File: src/rtl/pci_tgt_pkg.sv
package pci_tgt_pkg;

  typedef enum logic [2:0] {
    S_IDLE,
    S_DEC,
    S_DATA,
    S_XFER,
    S_DISC,
    S_ABORT,
    S_TURN
  } tgt_state_e;

  localparam logic [3:0] CMD_MEM_RD = 4'b0110;
  localparam logic [3:0] CMD_MEM_WR = 4'b0111;

  // Byte-lane patterns (active low) the bridged local bus can carry.
  function automatic logic lb_be_ok(input logic [3:0] be_n);
    logic ok;
    case (be_n)
      4'b0000, 4'b0011, 4'b1100,
      4'b1110, 4'b1101, 4'b1011, 4'b0111: ok = 1'b1;
      default:                            ok = 1'b0;
    endcase
    return ok;
  endfunction

endpackage

File: src/rtl/pci_bus_mon.sv
module pci_bus_mon (
  input  logic clk,
  input  logic rst_n,
  input  logic frame_n_i,
  output logic addr_phase_o
);

  logic frame_prev_q;

  always_ff @(posedge clk or negedge rst_n) begin
    if (!rst_n) frame_prev_q <= 1'b1;
    else        frame_prev_q <= frame_n_i;
  end

  // FRAME# falling as seen at this edge marks an address phase; this also
  // holds right after a final data phase of any agent.
  assign addr_phase_o = !frame_n_i && frame_prev_q;

endmodule

File: src/rtl/pci_tgt_decode.sv
module pci_tgt_decode
  import pci_tgt_pkg::*;
#(
  parameter logic [31:0] BAR_BASE   = 32'h8000_0000,
  parameter int          BAR_BITS   = 12,
  parameter int          LB_SEL_BIT = 11
) (
  input  logic [31:0]         ad_i,
  input  logic [3:0]          cbe_n_i,
  output logic                hit_o,
  output logic                lb_win_o,
  output logic                is_wr_o,
  output logic [BAR_BITS-1:0] off_o
);

  logic base_match;
  logic mem_cmd;

  always_comb begin
    base_match = (ad_i[31:BAR_BITS] == BAR_BASE[31:BAR_BITS]);
    mem_cmd    = (cbe_n_i == CMD_MEM_RD) || (cbe_n_i == CMD_MEM_WR);
    hit_o      = base_match && mem_cmd;
    lb_win_o   = ad_i[LB_SEL_BIT];
    is_wr_o    = (cbe_n_i == CMD_MEM_WR);
    off_o      = ad_i[BAR_BITS-1:0];
  end

endmodule

File: src/rtl/pci_tgt_sts.sv
module pci_tgt_sts (
  input  logic clk,
  input  logic rst_n,
  input  logic set_i,
  input  logic clr_i,
  output logic flag_o
);

  logic flag_d;
  logic flag_q;

  always_comb begin
    flag_d = flag_q;
    if (clr_i) flag_d = 1'b0;
    if (set_i) flag_d = 1'b1;   // a new abort wins over a clear
  end

  always_ff @(posedge clk or negedge rst_n) begin
    if (!rst_n) flag_q <= 1'b0;
    else        flag_q <= flag_d;
  end

  assign flag_o = flag_q;

endmodule

File: src/rtl/pci_tgt_term.sv
module pci_tgt_term
  import pci_tgt_pkg::*;
#(
  parameter logic [31:0] BAR_BASE   = 32'h8000_0000,
  parameter int          BAR_BITS   = 12,
  parameter int          LB_SEL_BIT = 11,
  parameter int          LB_AW      = 11,
  parameter int          MAX_BURST  = 4,
  parameter int          STS_BIT    = 27,
  parameter int unsigned STS_OFF    = 4
) (
  input  logic             clk,
  input  logic             rst_n,
  input  logic             frame_n_i,
  input  logic             irdy_n_i,
  input  logic [31:0]      ad_i,
  input  logic [3:0]       cbe_n_i,
  output logic             devsel_n_o,
  output logic             trdy_n_o,
  output logic             stop_n_o,
  output logic             tgt_oe_o,
  output logic             lb_req_o,
  output logic             lb_we_o,
  output logic [LB_AW-1:0] lb_addr_o,
  output logic [3:0]       lb_be_n_o,
  output logic [31:0]      lb_wdata_o,
  input  logic             lb_ack_i,
  output logic             sts_tabort_o
);

  localparam int                  BEAT_W    = $clog2(MAX_BURST + 1);
  localparam int                  STS_LANE  = STS_BIT / 8;
  localparam logic [BAR_BITS-1:0] STS_OFF_L = BAR_BITS'(STS_OFF);
  localparam logic [BEAT_W-1:0]   BEAT_MAX  = BEAT_W'(MAX_BURST);

  // reset: asynchronous assert, synchronous release
  logic [1:0] rst_sync_q;
  logic       rst_q_n;

  always_ff @(posedge clk or negedge rst_n) begin
    if (!rst_n) rst_sync_q <= 2'b00;
    else        rst_sync_q <= {rst_sync_q[0], 1'b1};
  end
  assign rst_q_n = rst_sync_q[1];

  // bus phase tracking and address decode
  logic                addr_phase;
  logic                dec_hit;
  logic                dec_lb;
  logic                dec_wr;
  logic [BAR_BITS-1:0] dec_off;

  pci_bus_mon u_mon (
    .clk          (clk),
    .rst_n        (rst_q_n),
    .frame_n_i    (frame_n_i),
    .addr_phase_o (addr_phase)
  );

  pci_tgt_decode #(
    .BAR_BASE   (BAR_BASE),
    .BAR_BITS   (BAR_BITS),
    .LB_SEL_BIT (LB_SEL_BIT)
  ) u_dec (
    .ad_i     (ad_i),
    .cbe_n_i  (cbe_n_i),
    .hit_o    (dec_hit),
    .lb_win_o (dec_lb),
    .is_wr_o  (dec_wr),
    .off_o    (dec_off)
  );

  // state and transaction context
  tgt_state_e          state_q, state_d;
  logic                lb_q, wr_q;
  logic [BAR_BITS-1:0] off_q;
  logic [BEAT_W-1:0]   beats_q, beats_d;
  logic                ctx_en, beats_en;

  logic                claim;
  logic                at_limit;
  logic                be_ok;
  logic                dphase;
  logic                abort_req;
  logic                disc_req;
  logic                go_xfer;
  logic                xfer_done;
  logic                sts_clr;
  logic [BAR_BITS-1:0] cur_off;

  always_comb begin
    claim     = addr_phase && dec_hit && (state_q == S_IDLE || state_q == S_TURN);
    at_limit  = (beats_q == BEAT_MAX);
    be_ok     = lb_be_ok(cbe_n_i);
    dphase    = (state_q == S_DATA) && !irdy_n_i;
    abort_req = dphase && lb_q && !be_ok;               // abort outranks disconnect
    disc_req  = dphase && !abort_req && at_limit;
    go_xfer   = dphase && !abort_req && !at_limit && (!lb_q || lb_ack_i);
    xfer_done = (state_q == S_XFER) && !irdy_n_i;
    cur_off   = off_q + BAR_BITS'({beats_q, 2'b00});
    sts_clr   = xfer_done && wr_q && !lb_q && (cur_off == STS_OFF_L)
                && ad_i[STS_BIT] && !cbe_n_i[STS_LANE];
  end

  // next state
  always_comb begin
    state_d = state_q;
    case (state_q)
      S_IDLE:  if (claim) state_d = S_DEC;
      S_DEC:   state_d = S_DATA;
      S_DATA: begin
        if (abort_req)     state_d = S_ABORT;
        else if (disc_req) state_d = S_DISC;
        else if (go_xfer)  state_d = S_XFER;
      end
      S_XFER:  if (xfer_done) state_d = frame_n_i ? S_TURN : S_DATA;
      S_DISC,
      S_ABORT: if (frame_n_i) state_d = S_TURN;
      S_TURN:  state_d = claim ? S_DEC : S_IDLE;
      default: state_d = S_IDLE;
    endcase
  end

  always_comb begin
    ctx_en   = claim;
    beats_en = claim || xfer_done;
    beats_d  = claim ? '0 : beats_q + BEAT_W'(1);
  end

  always_ff @(posedge clk or negedge rst_q_n) begin
    if (!rst_q_n) state_q <= S_IDLE;
    else          state_q <= state_d;
  end

  always_ff @(posedge clk or negedge rst_q_n) begin
    if (!rst_q_n) begin
      lb_q  <= 1'b0;
      wr_q  <= 1'b0;
      off_q <= '0;
    end else if (ctx_en) begin
      lb_q  <= dec_lb;
      wr_q  <= dec_wr;
      off_q <= dec_off;
    end
  end

  always_ff @(posedge clk or negedge rst_q_n) begin
    if (!rst_q_n)      beats_q <= '0;
    else if (beats_en) beats_q <= beats_d;
  end

  pci_tgt_sts u_sts (
    .clk    (clk),
    .rst_n  (rst_q_n),
    .set_i  (abort_req),
    .clr_i  (sts_clr),
    .flag_o (sts_tabort_o)
  );

  // bus responses decoded from the state register
  always_comb begin
    devsel_n_o = !(state_q == S_DATA || state_q == S_XFER || state_q == S_DISC);
    trdy_n_o   = !(state_q == S_XFER);
    stop_n_o   = !(state_q == S_DISC || state_q == S_ABORT);
    tgt_oe_o   = (state_q != S_IDLE);
  end

  // local-bus side
  always_comb begin
    lb_req_o   = dphase && lb_q && be_ok && !at_limit;
    lb_we_o    = wr_q;
    lb_addr_o  = cur_off[LB_AW-1:0];
    lb_be_n_o  = cbe_n_i;
    lb_wdata_o = ad_i;
  end

  // assertions
  assert_devsel_medium_R1: assert property (@(posedge clk) disable iff (!rst_q_n)
    $fell(devsel_n_o) |-> $past(claim, 2));

  assert_abort_no_data_R4: assert property (@(posedge clk) disable iff (!rst_q_n)
    (!stop_n_o && devsel_n_o) |-> (trdy_n_o && !lb_req_o));

  assert_abort_cause_R4: assert property (@(posedge clk) disable iff (!rst_q_n)
    $rose(state_q == S_ABORT) |-> $past(lb_q && !lb_be_ok(cbe_n_i) && !irdy_n_i));

  assert_abort_sticky_R5: assert property (@(posedge clk) disable iff (!rst_q_n)
    $rose(!stop_n_o && devsel_n_o) |-> sts_tabort_o);

  assert_stop_hold_R8: assert property (@(posedge clk) disable iff (!rst_q_n)
    (!stop_n_o && !frame_n_i) |=> !stop_n_o);

  assert_turnaround_R8: assert property (@(posedge clk) disable iff (!rst_q_n)
    $fell(tgt_oe_o) |-> $past(devsel_n_o && trdy_n_o && stop_n_o));

  assert_xfer_one_clk_R2: assert property (@(posedge clk) disable iff (!rst_q_n)
    (!trdy_n_o && !irdy_n_i) |=> trdy_n_o);

endmodule

File: config.mk
export PLATFORM = sky130hd
export DESIGN_NAME = pci_tgt_term
export DESIGN_NICKNAME = d
export VERILOG_FILES = /design/src/rtl/pci_tgt_pkg.sv /design/src/rtl/pci_bus_mon.sv /design/src/rtl/pci_tgt_decode.sv /design/src/rtl/pci_tgt_sts.sv /design/src/rtl/pci_tgt_term.sv
export SDC_FILE = /design/constraint.sdc
export NUM_CORES = 1
export LEC_CHECK = 0
export ABC_AREA = 1
export BUFFER_PORTS_ARGS = -buffer_cell sky130_fd_sc_hd__clkbuf_2
export CAP_MARGIN = 25
export CORE_ASPECT_RATIO = 1.1
export CORE_UTILIZATION = 46
export DETAILED_ROUTE_END_ITERATION = 10
export HOLD_SLACK_MARGIN = 0.03
export PLACE_DENSITY = 0.9
export SLEW_MARGIN = 10
export SYNTH_ARGS = -nofsm -noshare
export SYNTH_HDL_FRONTEND = slang
export SYNTH_SLANG_ARGS = --single-unit
File: constraint.sdc
create_clock -name clk -period 2 [get_ports clk]
set_input_delay 0.2 -clock clk [delete_from_list [all_inputs] [get_ports clk]]
set_output_delay 0.2 -clock clk [all_outputs]
set_load 0.1 [all_outputs]
Word-level counts from Yosys, hierarchy flattened
Cells that the tools add are included.
W data, S select, Z words.
{ "word_totals": {"wordCells": 86, "in_bits": 41, "reg_bits": 24, "out_inout_bits": 54} }
{ "op_classes": {"n_mux": 13, "n_eq_ne": 20, "n_reduce_logical": 43, "addsub": 2} }
{ "ops": {"columns": ["op", "n"], "rows": [
  ["$mux W3", 8],
  ["$eq A20 B20 Y1 const B", 1],
  ["$logic_and A1 B1 Y1", 19],
  ["$pmux W3 S6", 1],
  ["$eq A4 B4 Y1 const B", 4],
  ["$add A12 B5 Y12", 1],
  ["$eq A12 B3 Y1 const B", 1],
  ["$eq A3 B3 Y1 const B", 4],
  ["$logic_not A1 Y1", 10],
  ["$eq A4 B3 Y1 const B", 2],
  ["$logic_or A1 B1 Y1", 7],
  ["$reduce_or A7 Y1", 1],
  ["$eq A3 B2 Y1 const B", 2],
  ["$ne A2 B2 Y1 const B", 3],
  ["$eq A4 B2 Y1 const B", 1],
  ["$logic_not A4 Y1", 1],
  ["$mux W1", 4],
  ["$ne A4 B4 Y1 const B", 1],
  ["$reduce_and A4 Y1", 1],
  ["$add A3 B1 Y3 const B", 1],
  ["$eq A3 B1 Y1 const B", 1],
  ["$logic_not A3 Y1", 1],
  ["$reduce_bool A3 Y1", 1],
  ["$reduce_bool A2 Y1", 1],
  ["$reduce_or A2 Y1", 1]
]} }

Depth between registers and ports, before layout
{ "depth": {"word_depth": 13, "mapped_depth": 12, "mapped_depth_nobuf": 12} }

Hierarchy
From an unflattened synthesis, not the netlist that was laid out.
{ "unflattened": {"hier_cells": 286, "hier_area_um2": 2009.4} }
{ "by_module_without_submodules": {"columns": ["mod", "seq_area_each_um2", "instances", "cells_each", "area_each_um2"], "rows": [
  ["pci_tgt_term", 550.5, 1, 241, 1740.4],
  ["pci_tgt_decode", 0.0, 1, 37, 192.7],
  ["pci_tgt_sts", 25.0, 1, 5, 40.0],
  ["pci_bus_mon", 26.3, 1, 3, 36.3]
]} }

Least setup slack after synthesis
Ideal clock, no wire load.
{ "synth_timing": {"path_kind": "register -> register", "start": "register beats_q[0]", "end": "register u_sts.flag_q (netlist: u_sts.flag_o)", "arrival_time_ns": 3.078, "setup_ns": 0.067, "slack_ns": -1.145, "t_required_ns": 1.933, "path_stages_with_launch": 11, "path_buffers": 0, "synth_period_minus_slack_ns": 3.145, "cell_sequence": "dfrtp_1 ha_1 fa_1 nand3_1 nand2_1 nand3_1 xor2_1 nor2_1 nand4_1 nand2_1 nand2_1"} }
{ "synth_via": {"elab_chain_len": 6} }
{ "synth_rtl": {"columns": ["item", "line_no", "text"], "rows": [
  ["start, declared", "pci_tgt_term.sv:77", "logic [BEAT_W-1:0] beats_q, beats_d;"],
  ["start signal, assigned", "pci_tgt_term.sv:149", "else if (beats_en) beats_q <= beats_d;"],
  ["$add A12 B5 Y12", "pci_tgt_term.sv:100", "cur_off = off_q + BAR_BITS'({beats_q, 2'b00});"],
  ["net lb_addr_o[10]", "pci_tgt_term.sv:24", "output logic [LB_AW-1:0] lb_addr_o,"],
  ["$eq A12 B3 Y1", "pci_tgt_term.sv:101", "sts_clr = xfer_done && wr_q && !lb_q && (cur_off == STS_OFF_L)"],
  ["$logic_and A1 B1 Y1", "pci_tgt_term.sv:101", null],
  ["$logic_and A1 B1 Y1 (2 in series)", "pci_tgt_term.sv:102", "&& ad_i[STS_BIT] && !cbe_n_i[STS_LANE];"],
  ["$reduce_bool A2 Y1 (no source line)", null, null],
  ["end signal, assigned", "pci_tgt_sts.sv:20", "else flag_q <= flag_d;"],
  ["end, declared", "pci_tgt_sts.sv:10", "logic flag_q;"]
]} }
The timed path passes the listed nets, and every way through them passes these cells.
A chain may end at the register's enable or synchronous reset.

Worst setup path in the final report
{ "layout_timing": {"start": "register off_q[2]", "end": "output port lb_addr_o[8]"} }
{ "layout_via": {"elab_chain_len": 1} }
{ "layout_rtl": {"columns": ["item", "line_no", "text"], "rows": [
  ["start, declared", "pci_tgt_term.sv:76", "logic [BAR_BITS-1:0] off_q;"],
  ["start signal, assigned", "pci_tgt_term.sv:143", "off_q <= dec_off;"],
  ["$add A12 B5 Y12", "pci_tgt_term.sv:100", null],
  ["end, declared", "pci_tgt_term.sv:24", null]
]} }
Every way passes these cells.

==> impl_summary.txt <==
----------------------------------------------------
[Run status]
  Outcome ... complete, but fails checks
  Violated checks ... design-rule violations, negative setup slack

[Setup path]
  Classification of the worst setup path ... reg -> out
  Kind of end point of the critical path ... output port
  Critical Path, Cell by Cell ... ha_2 > fa_2 > nand3_4 > nand2_2 > nand2_2 > nor2_2 > xor2_2 > clkinvlp_4 > buf_12
  WP data required ... approximately 1.8 ns
  Dominant delay contributor by cell family on the critical path ... adder cells
  Worst endpoint data arrival time ... 2.14 ns
  Buffers plus inverters on the worst setup path ... 2
  Crit-path most repeated cell ... sky130_fd_sc_hd__nand2_2
  Highest cell delay on the worst timing path ... 0.40 ns
  CP max FO ... 3
  Slowest CP cell ... sky130_fd_sc_hd__fa_2
  Critical Path Source Type ... flip-flop

[Drt]
  Post-DR wirelength/cell ... approximately 13 µm
  Number of DRC violations after detailed routing ... 2
  Aggregate routed wire length ... 5380 µm
  Mean number of vias per cell ... 4.96
  Starting DRT DRC Count ... 121
  Post-route antenna net violation count ... 0
  Routed via count ... 2028
  Pre-Repair DR Iteration Count ... 9

[Logic synthesis]
  Post-synthesis instance total ... 280
  YS warnings ... 0
  Yosys reg bits ... 23
  Number of distinct library cells after synthesis ... 31
  Top cell type by total area after synthesis ... sky130_fd_sc_hd__dfrtp_1
  Cell Area, Synth ... between 1500 and 2000 µm²
  Part of the Yosys area used for sequential elements ... 30.0%
  Mean cell area of the mapped netlist ... roughly 6.9 µm²
  Proportion of netlist area held by the largest area contributor ... 28.7%
  Largest cells by area after synthesis ... sky130_fd_sc_hd__dfrtp_1 (29%), sky130_fd_sc_hd__nand2_1 (16%), sky130_fd_sc_hd__buf_4 (15%), sky130_fd_sc_hd__inv_1 (7.0%), sky130_fd_sc_hd__nor2_1 (6.1%)
  Net Count, Synth ... 327

[Timing]
  Share of the cycle needed by the critical path after routing ... 117%
  Slew Limit Headroom ... 40.5%
  Setup WS post-layout ... -0.345 ns
  Fin crit period ... around 2.3 ns
  Setup violation total in the final timing report ... 5
  Unrepaired setup endpoints after global routing ... yes
  Slew at the pin closest to its max-slew limit ... 0.893 ns
  Achievable frequency ... around 430 MHz
  Final hold viol count ... 0
  Number of slew-limit violations in the final report ... 0
  Clock skew after layout ... roughly 0.0025 ns

[Floorplanning]
  Number of top-level pins ... 95
  Width of the die ... between 60 and 70 µm
  Core Footprint ... 3990 µm²
  Effective utilization at floorplan ... 48.1%
  FP Rows ... 24
  Die boundary height ... 69.8 µm
  Die outline area ... approximately 4400 µm²

[Power and ir drop]
  Leak Pwr ... 0.00148 µW
  Worst vdd ir ... around 0.00073 V
  Power, Total ... approximately 2800 µW
  Total power per unit cell area ... about 1100 nW/µm²

[CTS]
  Clock insertion delay at the later pin of the skew report ... 0.27 ns
  Maximum level of the CTS H-tree ... 1
  CTS clock-pin slew for the worst setup and hold paths ... 0.09 ns
  Clock buffers created by TritonCTS ... 3
  Root Driver ... sky130_fd_sc_hd__clkbuf_8
  Maximum clock insertion buffer count ... 2
  CTS tree ... built
  CTS sink cnt ... 23

[Global routing]
  Number of global-route vias before repair ... between 1500 and 2000
  Initial antenna violation count ... 0
  Wire length of the first global-routing pass ... between 7000 and 8000 µm
  Overflow left after global routing ... 0
  Pin count of the biggest net entering global routing ... 22
  Global routing usage summed across all routing layers ... between 20% and 30%

[Final layout]
  Number of non-filler instances in the completed layout ... between 400 and 500
  Core Util, Final ... 66.1%
  Layout cell share with drive strength beyond 1 ... 45.9%
  Most used cells in the layout excluding fill and tap cells ... sky130_fd_sc_hd__clkbuf_2 (85), sky130_fd_sc_hd__nand2_1 (71), sky130_fd_sc_hd__inv_1 (32), sky130_fd_sc_hd__nor2_1 (29), sky130_fd_sc_hd__dfrtp_1 (22)
  Most common library cell in the layout ignoring fill and taps ... sky130_fd_sc_hd__clkbuf_2
  NumNets Final ... ~410
  Area delta synth->final ... 37.5%
  N_diodes ... 0

[Placed design]
  I/O Buffers ... 94
  Final weighted congestion in routability-driven placement ... 0.924
  Post-DP HPWL ... 3720 µm
  Number of placed cells counting well taps ... 393

[Hold path]
  Worst hold-check path type ... in -> reg

[Run]
  MaxCap Viol Count ... 0

----------------------------------------------------
## per-layer routing
metal	vias up	routed length [µm]	track usage, %
li1	974	-	-
met1	943	1970	24.4
met2	93	2930	45.0
met3	18	253	2.47
met4	0	221	7.58
met5	-	0	0
## cell type report
| cell class | instances | area [µm²] |
|---|---|---|
| fill | 315 | 1350 |
| multi-input combinational | 176 | 1030 |
| timing repair buffer | 113 | 758 |
| sequential | 23 | 577 |
| inverter | 41 | 160 |
| tap | 52 | 65.1 |
| clock buffer | 3 | 41.3 |
| clock inverter | 1 | 5.00 |
## flip-flops by register name (all words and copies together) (netlist names)
| signal | flops |
|---|---|
| beats_q | 3 |
| rst_sync_q | 2 |
| u_mon.frame_prev_q | 1 |
| off_q | 11 |
| state_q | 3 |
| lb_q | 1 |
| u_sts.flag_o | 1 |
| lb_we_o | 1 |
## through the flow
| stage | cell area (µm²) | setup slack [ns] | hold WS [ns] | TNS, ns |
|---|---|---|---|---|
| 5_1_grt | 2640 | -0.400 | 0.0566 | -1.46 |
| 3_5_place_dp | 2430 | -0.0541 | -0.0102 | -0.0541 |
| 3_3_place_gp | 2430 | 0.0229 | -0.0142 | 0 |
| 2_1_floorplan | 2000 | -0.160 | -0.0956 | -0.430 |
| 4_1_cts | 2590 | -0.242 | 0.0475 | -0.560 |
| 6_report | 2640 | -0.345 | 0.0553 | -1.04 |
## cell usage after synthesis
master and count:
sky130_fd_sc_hd__buf_2 2, sky130_fd_sc_hd__xor2_1 3, sky130_fd_sc_hd__nand4_1 2, sky130_fd_sc_hd__fa_1 1, sky130_fd_sc_hd__dfrtp_1 22, sky130_fd_sc_hd__or2_1 1, sky130_fd_sc_hd__nor3_1 2, sky130_fd_sc_hd__or2_0 1
sky130_fd_sc_hd__a21oi_1 2, sky130_fd_sc_hd__a21oi_2 2, sky130_fd_sc_hd__nand3_4 1, sky130_fd_sc_hd__o21ai_0 10, sky130_fd_sc_hd__nor2_4 2, sky130_fd_sc_hd__nand2_1 82, sky130_fd_sc_hd__a21oi_4 1, sky130_fd_sc_hd__and2_1 1
sky130_fd_sc_hd__nor2_1 31, sky130_fd_sc_hd__nor2_8 1, sky130_fd_sc_hd__inv_2 4, sky130_fd_sc_hd__nand3_2 2, sky130_fd_sc_hd__buf_4 38, sky130_fd_sc_hd__nor3_2 1, sky130_fd_sc_hd__nand3_1 18, sky130_fd_sc_hd__inv_4 1
sky130_fd_sc_hd__o31ai_1 1, sky130_fd_sc_hd__ha_1 5, sky130_fd_sc_hd__dfstp_2 1, sky130_fd_sc_hd__nand2_2 4, sky130_fd_sc_hd__inv_1 36, sky130_fd_sc_hd__a211oi_1 1, sky130_fd_sc_hd__conb_1 1
## repair_timing
action / CTS / global route
gates resized for setup: 11 / 8
pin swaps: 9 / 9
hold buffers: 1 / 0
gates cloned: 0 / 0
endpoints found under the hold margin: 2 / 0
setup endpoints to repair: 6 / 8
buffers inserted: 7 / 4
## cell families after synthesis
kind of cell             after synthesis  share of synthesized area (%)
AND/OR/NAND/NOR                      149                           34.9
buffers and inverters                 81                           23.5
flip-flops                            23                           30.0
AO/OA/AOI/OAI                         17                           5.67
adder cells (fa/ha/maj)                6                           4.30
XOR/XNOR                               3                           1.37
other                                  1                          0.195
## worst reg2reg max path, stage by stage (launching register included)
cell                      delay (ns)
sky130_fd_sc_hd__dfrtp_1        0.39
sky130_fd_sc_hd__ha_2           0.20
sky130_fd_sc_hd__fa_2           0.40
sky130_fd_sc_hd__nand3_4        0.11
sky130_fd_sc_hd__nand2_2        0.07
sky130_fd_sc_hd__nand2_2        0.08
sky130_fd_sc_hd__nor2_2         0.05
sky130_fd_sc_hd__xor2_2         0.23
sky130_fd_sc_hd__buf_4          0.15
sky130_fd_sc_hd__buf_4          0.09
sky130_fd_sc_hd__nand4_1        0.09
sky130_fd_sc_hd__nand2_1        0.07
sky130_fd_sc_hd__nand2_1        0.05
## power breakdown
group / total [µW] / switching [µW] / leakage (µW) / internal, µW
clock: 302 / 163 / 0.0000255 / 140
combinational: 1910 / 1400 / 0.00120 / 511
sequential: 609 / 78.9 / 0.000252 / 531
total: 2820 / 1640 / 0.00148 / 1180
## worst paths after layout
| kind | startpoint | to | slack, ns | cells after the start |
|---|---|---|---|---|
| worst min-delay path | frame_n_i | u_mon.frame_prev_q$_DFF_PN1_ | 0.06 | 1 |
| worst max register to register | off_q[2]$_DFFE_PN0P_ | u_sts.flag_o$_DFFE_PN0P_ | -0.09 | 12 |
| worst min register to register | rst_sync_q[1]$_DFF_PN0_ | off_q[5]$_DFFE_PN0P_ | 0.37 | 0 |
| min in group asynchronous | rst_n | rst_sync_q[0]$_DFF_PN0_ | 0.24 | 2 |
| worst max-delay path | off_q[2]$_DFFE_PN0P_ | lb_addr_o[8] | -0.34 | 9 |
| max in group asynchronous | rst_sync_q[1]$_DFF_PN0_ | lb_we_o$_DFFE_PN0P_ | 1.08 | 0 |
No activity file was read; power rests on OpenSTA's default activity.
